===== src/rtl/irq_status_ctl.sv =====
module irq_status_ctl #(
  parameter int ADDR_W  = 8,
  parameter int DATA_W  = 32,
  parameter int NUM_SRC = 14,
  parameter logic [ADDR_W-1:0] STAT_OFS = 'h24,
  parameter logic [ADDR_W-1:0] MASK_OFS = 'h28
) (
  input  logic               clk,
  input  logic               rst_n,
  input  logic [NUM_SRC-1:0] evt_i,
  input  logic               bus_en,
  input  logic               bus_we,
  input  logic [ADDR_W-1:0]  bus_addr,
  input  logic [DATA_W-1:0]  bus_wdata,
  output logic [DATA_W-1:0]  bus_rdata,
  output logic               irq_o
);

  logic [NUM_SRC-1:0] stat_q, stat_d, mask_q, gated_evt;
  logic               irq_q;

  wire stat_hit = bus_en && (bus_addr == STAT_OFS);
  wire mask_hit = bus_en && (bus_addr == MASK_OFS);
  wire stat_rd  = stat_hit && !bus_we;
  wire stat_wr  = stat_hit && bus_we;
  wire mask_wr  = mask_hit && bus_we;

  assign gated_evt = evt_i & ~mask_q;

  always_comb begin
    if (stat_wr)      stat_d = bus_wdata[NUM_SRC-1:0];
    else if (stat_rd) stat_d = gated_evt;
    else              stat_d = stat_q | gated_evt;
  end

  always_ff @(posedge clk) begin
    if (!rst_n) begin
      stat_q <= '0;
      mask_q <= '0;
      irq_q  <= 1'b0;
    end else begin
      stat_q <= stat_d;
      if (mask_wr) mask_q <= bus_wdata[NUM_SRC-1:0];
      irq_q  <= |stat_q;
    end
  end

  always_comb begin
    bus_rdata = '0;
    if (bus_en && !bus_we) begin
      if (bus_addr == STAT_OFS)      bus_rdata[NUM_SRC-1:0] = stat_q;
      else if (bus_addr == MASK_OFS) bus_rdata[NUM_SRC-1:0] = mask_q;
    end
  end

  assign irq_o = irq_q;

  logic unused_hi;
  assign unused_hi = ^bus_wdata[DATA_W-1:NUM_SRC];

endmodule



===== config.mk =====
export PLATFORM = sky130hd
export DESIGN_NAME = irq_status_ctl
export DESIGN_NICKNAME = d
export VERILOG_FILES = /design/src/rtl/irq_status_ctl.sv
export SDC_FILE = /design/constraint.sdc
export NUM_CORES = 1
export LEC_CHECK = 0
export CAP_MARGIN = 20
export CELL_PAD_IN_SITES_DETAIL_PLACEMENT = 1
export CELL_PAD_IN_SITES_GLOBAL_PLACEMENT = 2
export CORE_UTILIZATION = 36
export CTS_BUF_LIST = sky130_fd_sc_hd__clkbuf_16
export CTS_CLUSTER_DIAMETER = 60
export DETAILED_ROUTE_END_ITERATION = 8
export DONT_BUFFER_PORTS = 1
export PLACE_DENSITY_LB_ADDON = 0.1
export SETUP_SLACK_MARGIN = 0.5
export SYNTH_ARGS = -nofsm -noshare
export SYNTH_HDL_FRONTEND = slang
export SYNTH_SLANG_ARGS = --single-unit
export TNS_END_PERCENT = 10

===== constraint.sdc =====
create_clock -name clk -period 4.45 [get_ports clk]
set_input_delay 0.89 -clock clk [delete_from_list [all_inputs] [get_ports clk]]
set_output_delay 0.89 -clock clk [all_outputs]
set_load 0.05 [all_outputs]

# Yosys cells after proc, flatten, opt, wreduce, memory -nomap -nowiden
# Index checks and enable logic that the tools add are counted.
dict set report totals {
  regBits 29
  out_inout_bits 33
  wordCells 21
}
dict set report op_classes {
  eq_ne 2
  muxes 5
  bitwise 3
  reduce_logical 8
}
# op n
set op_table {}
lappend op_table {{2-to-1 mux 14 bit} 5}
lappend op_table {{equality test 8 x 6 -> 1 bit, second input constant} 2}
lappend op_table {{AND 14 bit} 1}
lappend op_table {{inverter 14 bit} 1}
lappend op_table {{OR 14 bit} 1}
lappend op_table {{OR reduction 14 bit} 1}
lappend op_table {{logical AND 1 bit} 6}
lappend op_table {{logical NOT 1 bit} 1}

# Depth between registers and ports, before layout
# Gate-level depths: netlist (run 1).
dict set report logic_depth {
  word_depth 5
  ltp_mapped 6
  depth_no_buf 3
}

# Worst setup path before layout (run 1)
# Ideal clock, no wire load.
dict set report synth_timing {
  path_type {input to output}
  startpoint {in bus_addr[4]}
  endpoint {out bus_rdata[0]}
  arrival_ns 2.523
  slack_ns 1.037
  cell_stages 5
  n_path_buf 2
  cell_sequence {or4b_1 > clkbuf_1 > nor3_2 > buf_2 > a22o_1}
}
dict set report synth_between {
  elab_chain_len 4
}
# item line_no
set synth_rtl {}
lappend synth_rtl {{start, declared} 13} ;# input logic [ADDR_W-1:0] bus_addr,
lappend synth_rtl {{equality test 8 x 6 -> 1 bit} 52} ;# else if (bus_addr == MASK_OFS) bus_rdata[NUM_SRC-1:0] = mask_q;
lappend synth_rtl {{2-to-1 mux 14 bit} 52}
lappend synth_rtl {{2-to-1 mux 14 bit (*)} 51} ;# if (bus_addr == STAT_OFS) bus_rdata[NUM_SRC-1:0] = stat_q;
lappend synth_rtl {{2-to-1 mux 14 bit (*)} 50} ;# if (bus_en && !bus_we) begin
lappend synth_rtl {{end, declared} 15} ;# output logic [DATA_W-1:0] bus_rdata,
# Mark *: on every way between the ends. The rest lies on a longest branch, timed or not.

# Worst setup path after layout (run 1)
dict set report layout_timing {
  startpoint {in bus_addr[0]}
  endpoint {out bus_rdata[12]}
}
# Same word-level chain as after synthesis.

==> results of run 1 <==
sequential cells by signal (all words and copies together) (netlist names):
name / cells
mask_q: 14
stat_q: 14
irq_o: 1
kinds of logic (layout without fill, tap and decap cells):
kind of cell	count (synthesis)	in the layout
compound gates	85	85
simple gates	43	43
buf+inv	42	32
flops	29	29
other cells	1	18
worst max-delay path by stage:
| stage | startpoint | to | slack [ns] | cells after the start |
|---|---|---|---|---|
| global route | bus_addr[0] | bus_rdata[10] | 0.61 | 5 |
| finish | bus_addr[0] | bus_rdata[12] | 0.69 | 5 |
| detailed placement | bus_addr[0] | bus_rdata[12] | 0.69 | 5 |
| CTS | bus_addr[0] | bus_rdata[12] | 0.68 | 5 |
| floorplan | bus_addr[4] | bus_rdata[0] | 1.04 | 5 |
| global placement | bus_addr[0] | bus_rdata[12] | 0.72 | 5 |
critical path, delay by kind of cell:
family	cells	cell delay, ns
and+or+nand+nor	2	1.34
buffers and inverters	2	0.47
AOI/OAI and AO/OA	1	0.17
per-stage QoR:
stage                     util [%]  power [uW]
after global placement        43.1         365
final                         46.2         677
after CTS                     46.1         677
after global routing          46.2         697
after floorplan                  -         365
after detailed placement      43.1         368
cells in the final DEF, fill, tap and decap left out, drive strengths merged:
| master | synthesis | layout |
|---|---|---|
| a22o | 14 | 14 |
| nor4 | 3 | 3 |
| a21oi | 14 | 14 |
| nor4b | 1 | 1 |
| nor4bb | 1 | 1 |
| nor3 | 2 | 2 |
| conb | 1 | 18 |
| o31ai | 28 | 28 |
| dfxtp | 29 | 29 |
| buf | 23 | 24 |
| or3 | 1 | 1 |
| or4b | 2 | 2 |
| o41ai | 14 | 14 |
| a41oi | 1 | 1 |
| nand4 | 14 | 14 |
| nor2 | 1 | 1 |
| nand4bb | 1 | 1 |
| nand2b | 16 | 16 |
| inv | 1 | 2 |
| clkinv | 0 | 1 |
| clkbuf | 18 | 5 |
| nor2b | 1 | 1 |
| a31oi | 14 | 14 |
power by group through the flow:
stage	logic, uW	registers, uW	clock network, uW
6_report	84.7	280	312
5_1_grt	90.3	281	325
4_1_cts	83.4	280	313
3_5_place_dp	83.1	285	0
3_3_place_gp	81.2	284	0
2_1_floorplan	83.1	282	0
area by class of cell:
cell class                 count  area (um^2)  share of cell area [%]
inverter                       1         3.75                   0.180
tap                           52         65.1                    3.12
sequential                    29          581                    27.9
timing repair buffer          24          305                    14.7
multi-input combinational    146          995                    47.8
clock inverter                 2         7.51                   0.361
clock buffer                   5          125                    6.01
routing by layer:
layer	GRT usage, %	vias to the layer above
met5	0	-
met4	7.84	0
met3	6.33	8
met2	42.3	67
met1	29.9	859
li1	-	776
==> flow_metrics.tcl, run 1 <==
set metrics [dict create \
    cts_buffers 5 \
    synthSimpleGateAreaFrac_pct 16.9 \
    wl_met1_um 2480 \
    status "completed" \
    rsz0062_at_grt "false" \
    cts_buffer_depth 2 \
    reg2reg_slack_ns 3.35 \
    place_inst 251 \
    worst_hold_slack_ns 0.486 \
    timing.rr.end "irq_o" \
    top_layer "met4" \
    fin_crit_ns 3.76 \
    maxSlewViolCount 0 \
    nets 265 \
    start_kind "input port" \
    clock_power_share_pct 46.1 \
    ant_nets 0 \
    irDropWorstVdd_mv 0.167 \
    arrival_ns 2.87 \
    cell_internal_pwr_uw 488 \
    vias 1710 \
    fillerInstances 504 \
    worst_setup_path_end_kind "output port" \
    hold_violations 0 \
    synthArstFlopShare_pct 0 \
    die_h_um 71.5 \
    synth_top_area_cell "dfxtp_1" \
    min_from "mask_q[12]" \
    antenna_cells 0 \
    wl_met2_um 3060 \
    synth_mux_area_share_pct 0 \
    synth-edff-count 0 \
    yosysMostFrequentCell "dfxtp_1" \
    ff2ff_path_depth 2 \
    post-cts-setup-buffers 0 \
    setup_viol 0 \
    p_comb_share_pct 12.5 \
    synthAdderAreaFrac_pct 0 \
    overflow 0 \
    synth_cell_types 24 \
    synth-seq-area-share_pct 33.4 \
    hold_depth 2 \
    synth_top_family_by_area "compound AO/OA/AOI/OAI gates" \
    core_area_um2 4500 \
    fin_worst_skew_ns 0.00198 \
    hold_buffers 0 \
    seqPwrFrac_pct 41.4 \
    slew_headroom_pct 61.1 \
    htreeDepth 2 \
    power.density_nw_per_um2 325 \
    synth-compound-area-share_pct 35.8 \
    finalInstanceArea_um2 2080 \
    detailed_place_hpwl_um 3960 \
    tritoncts "built" \
    min_period_over_period_pct 84.5 \
    synth_common_cells "dfxtp_1, o31ai_1, buf_4, clkbuf_1, nand2b_1" \
    syn_area_per_cell_um2 8.68 \
    clock-sinks 29 \
    wl_met3_um 350 \
    crit_required_ns 3.56 \
    drtPass1Iterations 4 \
    min_to "mask_q[12]" \
    hold_class "flip-flop to flip-flop" \
    routed_via_density 6.60 \
    grt_max_degree 32 \
    start_util_pct 38.6 \
    drc 0 \
    critical_path_class "input port to output port" \
    worst_slew_pin_slew_ns 0.583 \
    swShare_pct 27.9 \
    slowest_delay_ns 0.81 \
    antenna_found_initial 0 \
    synth_cells 200 \
    grt_usage_pct 24.5 \
    p_leak_uw 0.000719 \
    cap_violations 0 \
    clk_latency_ns 0.27 \
    routedWlPerCell_um 23.1 \
    cts-root-buf "clkbuf_16" \
    drt_wl_total_um 5980 \
    synth_top_area_share_pct 33.4 \
    critPathSlowestCell "or4b_1" \
    ys_seq_elements 29 \
    grt_pass1_wl_um 9600 \
    io_buffers 0 \
    path_cells "or4b_1, nor3_2, buf_4, a22o_1, buf_4" \
    drt_iter0_drc 120 \
    pin_count 91 \
    grt_pass1_vias 1841 \
    design.die.area_um2 5110 \
    layout-drive-gt1-share_pct 15.9 \
    gp_congestion 0.757 \
    fmax_mhz 266 \
    ys.warnings.count 0 \
    yosys-top-cells-area "dfxtp_1, o31ai_1, buf_4" \
    fin_setup_tns_ns 0 \
    synth-xor-area-share_pct 0 \
    stdcell_count 259 \
    setup_ws_ns 0.689 \
    crit_top_cell "buf_4" \
    r2r_start "stat_q[3]" \
    syn_area_um2 1740 \
    die_w_um 71.5 \
    num_rows 24 \
    synth_ff_type "dfxtp_1" \
    area_growth_pct 19.9 \
    path_clk_slew_ns 0.05 \
    p_switching_uw 189 \
    dp_slack_ns 0.690 \
    cts_resized 0 \
    critical_path.max_fanout 15 \
    placed_area_um2 1940 \
]
(Power assumes the default switching activity.)
==> run 2, diff against run 1 <==
--- a/config.mk
+++ b/config.mk
@@ -8,7 +8,7 @@
 export CAP_MARGIN = 20
 export CELL_PAD_IN_SITES_DETAIL_PLACEMENT = 1
 export CELL_PAD_IN_SITES_GLOBAL_PLACEMENT = 2
-export CORE_UTILIZATION = 36
+export CORE_UTILIZATION = 30
 export CTS_BUF_LIST = sky130_fd_sc_hd__clkbuf_16
 export CTS_CLUSTER_DIAMETER = 60
 export DETAILED_ROUTE_END_ITERATION = 8
==> constraint.sdc (replaced) <==
create_clock -name clk -period 3.4 [get_ports clk]
set_input_delay 0.68 -clock clk [delete_from_list [all_inputs] [get_ports clk]]
set_output_delay 0.68 -clock clk [all_outputs]
set_load 0.05 [all_outputs]
==> flow_metrics.tcl, run 2 (same netlist as run 1, synthesis figures left out) <==
set metrics [dict create \
    r2r_start "stat_q[3]" \
    drtPass1Iterations 4 \
    arrival_ns 2.09 \
    antenna_found_initial 0 \
    cts_buffers 5 \
    slew_headroom_pct 58.1 \
    path_clk_slew_ns 0.05 \
    fin_worst_skew_ns 0.00252 \
    routed_via_density 6.21 \
    maxSlewViolCount 0 \
    power.density_nw_per_um2 409 \
    layout-drive-gt1-share_pct 18.6 \
    routedWlPerCell_um 22.8 \
    cap_violations 0 \
    clk_latency_ns 0.27 \
    core_area_um2 5540 \
    swShare_pct 28.4 \
    grt_pass1_wl_um 10200 \
    tritoncts "built" \
    drt_wl_total_um 6420 \
    detailed_place_hpwl_um 4210 \
    fin_setup_tns_ns 0 \
    area_growth_pct 26.0 \
    status "completed" \
    vias 1750 \
    p_comb_share_pct 12.7 \
    drt_iter0_drc 129 \
    grt_pass1_vias 1927 \
    p_leak_uw 0.000749 \
    worst_slew_pin_slew_ns 0.628 \
    io_buffers 0 \
    grt_max_degree 33 \
    cell_internal_pwr_uw 640 \
    worst_setup_path_end_kind "output port" \
    start_util_pct 31.3 \
    htreeDepth 2 \
    design.die.area_um2 6100 \
    fin_crit_ns 2.77 \
    pin_count 91 \
    irDropWorstVdd_mv 0.170 \
    mostFrequentLayoutCell "dfxtp_1" \
    grt_usage_pct 22.0 \
    p_switching_uw 254 \
    setup_ws_ns 0.626 \
    nets 268 \
    clock_power_share_pct 46.3 \
    setup_viol 0 \
    num_rows 27 \
    final_cell_mix "dfxtp_1, o31ai_1, conb_1, nand2b_1" \
    crit_required_ns 2.72 \
    cts_buffer_depth 2 \
    critical_path.max_fanout 9 \
    drc 0 \
    hold_class "flip-flop to flip-flop" \
    min_from "mask_q[10]" \
    seqPwrFrac_pct 41.0 \
    ant_nets 0 \
    gp_congestion 0.784 \
    start_kind "input port" \
    critical_path_class "input port to output port" \
    cts-root-buf "clkbuf_16" \
    dp_slack_ns 0.470 \
    overflow 0 \
    clock-sinks 29 \
    fillerInstances 652 \
    hold_violations 0 \
    min_period_over_period_pct 81.6 \
    cp-startpoint "bus_addr[4]" \
    fmax_mhz 360 \
    rsz0062_at_grt "false" \
    die_h_um 78.1 \
    antenna_cells 0 \
    die_w_um 78.1 \
    hold_buffers 0 \
]
## run 2: changes by cell type in the layout (fill, tap and decap cells not counted), sizes merged
cell	delta
buf	+3
## run 2: power by group through the flow
stage	registers (uW)	logic [uW]	clock network [uW]
after floorplan	369	109	0
after global placement	373	110	0
after detailed placement	373	112	0
after CTS	366	112	422
after global routing	368	120	438
final	366	114	414
## run 2: final cells by class
type	instances	area (um^2)	share of cell area, %
well taps	72	90.1	4.12
multi-input cells	146	1000	45.9
repair buffers	27	378	17.3
clock buffers	5	125	5.72
flip-flops and latches	29	581	26.5
inverters	1	3.75	0.172
clock inverters	2	7.51	0.343
## run 2: final timing paths
| check | slack (ns) | to | cells after the start |
|---|---|---|---|
| worst max-delay path | 0.63 | bus_rdata[12] | 5 |
| worst min-delay path | 0.49 | mask_q[10] | 2 |
| worst max register to register | 2.29 | irq_o | 2 |
| worst min register to register | 0.49 | mask_q[10] | 2 |
## run 2: worst max-delay path, cell delays in order
cell	delay, ns
or4b_4	0.60
nor3_2	0.22
buf_4	0.22
a22o_1	0.22
buf_12	0.15
## run 2: timing repair
item,CTS,global route
cloned,0,0
setup buffers,0,0
resized for setup,1,1
setup endpoints to repair,7,1
## run 2: metrics by stage
| step | power [uW] | instances | cell area [um^2] | util (%) | hold slack (ns) |
|---|---|---|---|---|---|
| after floorplan | 478 | 217 | 1800 | - | 0.456 |
| after global placement | 482 | 275 | 2050 | 37.0 | 0.465 |
| after detailed placement | 485 | 275 | 2050 | 37.0 | 0.479 |
| after CTS | 901 | 282 | 2180 | 39.4 | 0.490 |
| after global routing | 926 | 282 | 2190 | 39.5 | 0.512 |
| final | 894 | 282 | 2190 | 39.5 | 0.487 |
## run 2: layer usage
metal | vias up | wire [um] | GRT usage (%) | share of wire, %
met2 | 61 | 3320 | 38.6 | 52
met3 | 9 | 294 | 4.53 | 4.6
met4 | 0 | 96 | 9.26 | 1.5
li1 | 786 | - | - | -
met5 | - | 0 | 0 | 0
met1 | 894 | 2710 | 26.0 | 42
==> run 3, diff against run 2 <==
--- a/config.mk
+++ b/config.mk
@@ -8,7 +8,7 @@
 export CAP_MARGIN = 20
 export CELL_PAD_IN_SITES_DETAIL_PLACEMENT = 1
 export CELL_PAD_IN_SITES_GLOBAL_PLACEMENT = 2
-export CORE_UTILIZATION = 30
+export CORE_UTILIZATION = 34
 export CTS_BUF_LIST = sky130_fd_sc_hd__clkbuf_16
 export CTS_CLUSTER_DIAMETER = 60
 export DETAILED_ROUTE_END_ITERATION = 8
==> constraint.sdc (replaced) <==
create_clock -name clk -period 2.8 [get_ports clk]
set_input_delay 0.56 -clock clk [delete_from_list [all_inputs] [get_ports clk]]
set_output_delay 0.56 -clock clk [all_outputs]
set_load 0.05 [all_outputs]
==> flow_metrics.tcl, run 3 (same netlist as run 1, synthesis figures left out) <==
set metrics [dict create \
    num_rows 25 \
    hold_class "input port to flip-flop" \
    drt_wl_total_um 6070 \
    worst_setup_path_end_kind "output port" \
    clock-sinks 29 \
    fillerInstances 573 \
    wl_met3_um 318 \
    tritoncts "built" \
    mostFrequentLayoutCell "dfxtp_1" \
    fin_crit_ns 2.48 \
    design.die.area_um2 5400 \
    routedWlPerCell_um 22.4 \
    maxSlewViolCount 0 \
    grt_pass1_vias 1748 \
    nets 261 \
    hold_violations 0 \
    power.density_nw_per_um2 510 \
    slew_headroom_pct 57.9 \
    critical_path_class "input port to output port" \
    arrival_ns 1.92 \
    rsz0062_at_grt "true" \
    io_buffers 0 \
    wl_met1_um 2710 \
    stdcell_count 271 \
    status "completed" \
    crit_buf_inv 2 \
    final_cell_mix "dfxtp_1, o31ai_1, conb_1, nand2b_1" \
    start_util_pct 36.1 \
    placed_area_um2 1960 \
    fin_setup_tns_ns 0 \
    slowest_delay_ns 0.57 \
    grt_max_degree 30 \
    cts_buffer_depth 2 \
    drt_iter0_drc 205 \
    start_kind "input port" \
    vias 1700 \
    antenna_found_initial 0 \
    p_leak_uw 0.000798 \
    setup_viol 0 \
    detailed_place_hpwl_um 3880 \
    wl_met2_um 2910 \
    pin_count 91 \
    path_clk_slew_ns 0.06 \
    irDropWorstVdd_mv 0.311 \
    area_growth_pct 24.4 \
    core_area_um2 4820 \
    clk_latency_ns 0.27 \
    grt_usage_pct 24.0 \
    ant_nets 0 \
    finalInstanceArea_um2 2160 \
    antenna_cells 0 \
    layout-drive-gt1-share_pct 23.5 \
    min_period_over_period_pct 88.5 \
    crit_required_ns 2.24 \
    die_h_um 73.5 \
    htreeDepth 2 \
    place_inst 261 \
    power_uw 1100 \
    worst_slew_pin_slew_ns 0.631 \
    critPathSlowestCell "or4b_4" \
    cts-root-buf "clkbuf_16" \
    critical_path.max_fanout 5 \
    drtPass1Iterations 4 \
    drc 0 \
    gp_congestion 0.760 \
    fmax_mhz 404 \
    die_w_um 73.5 \
    cts_buffers 5 \
    overflow 0 \
    routed_via_density 6.27 \
    top_layer "met4" \
    cap_violations 0 \
    path_cells "or4b_4, nor3_4, buf_6, a22o_4, buf_12" \
    critical-path-top-delay-family "simple AND/OR/NAND/NOR gates" \
    fin_worst_skew_ns 0.00246 \
    grt_pass1_wl_um 9720 \
]
-- run 3: changes by cell type in the layout (fill, tap and decap cells not counted) --
cell | previous run | this run
clkinv_1 | 1 | 0
a22o_1 | 13 | 0
clkinvlp_4 | 0 | 1
buf_12 | 14 | 4
inv_1 | 2 | 1
a22o_4 | 0 | 14
buf_6 | 0 | 3
clkinv_2 | 0 | 2
nor3_4 | 0 | 2
nor3_2 | 2 | 0
a22o_2 | 1 | 0
-- run 3: cell type report --
cell class / count / area [um^2] / share of cell area, %
multi-input cells: 146 / 1140 / 52.7
flip-flops and latches: 29 / 581 / 26.9
repair buffers: 20 / 211 / 9.79
clock buffers: 5 / 125 / 5.79
well taps: 67 / 83.8 / 3.88
clock inverters: 3 / 17.5 / 0.811
inverters: 1 / 3.75 / 0.174
-- run 3: repair_timing --
action	4_1_cts	5_1_grt
hold buffers	0	0
resized for setup	9	0
buffers inserted	1	0
pin swaps	2	0
gates cloned	1	0
setup endpoints to repair	14	18
endpoints found under the hold margin	0	0
-- run 3: stage by stage --
stage	util (%)	hold slack (ns)	setup WS [ns]
finish	44.8	0.412	0.322
CTS	44.8	0.409	0.339
floorplan	-	0.456	0.347
global placement	40.6	0.467	0.210
detailed placement	40.6	0.482	0.181
global route	44.8	0.412	0.296
-- run 3: final timing paths --
check	startpoint	to	slack, ns	depth (start not counted)
worst min register to register	mask_q[9]	mask_q[9]	0.49	2
worst max-delay path	bus_addr[6]	bus_rdata[12]	0.32	5
worst max register to register	stat_q[3]	irq_o	1.73	2
worst min-delay path	rst_n	stat_q[5]	0.41	2
-- run 3: power by group --
part           internal [uW]  total [uW]  switching [uW]
Sequential               429         447            17.9
Combinational           31.8         139             108
Clock                    325         516             191
Total                    786        1100             316
-- run 3: routing by layer --
layer  global-route usage (%)  up-vias
met1                     31.9      846
met5                        0        -
met4                     7.48        0
met3                     5.90       11
met2                     38.3       73
li1                         -      770
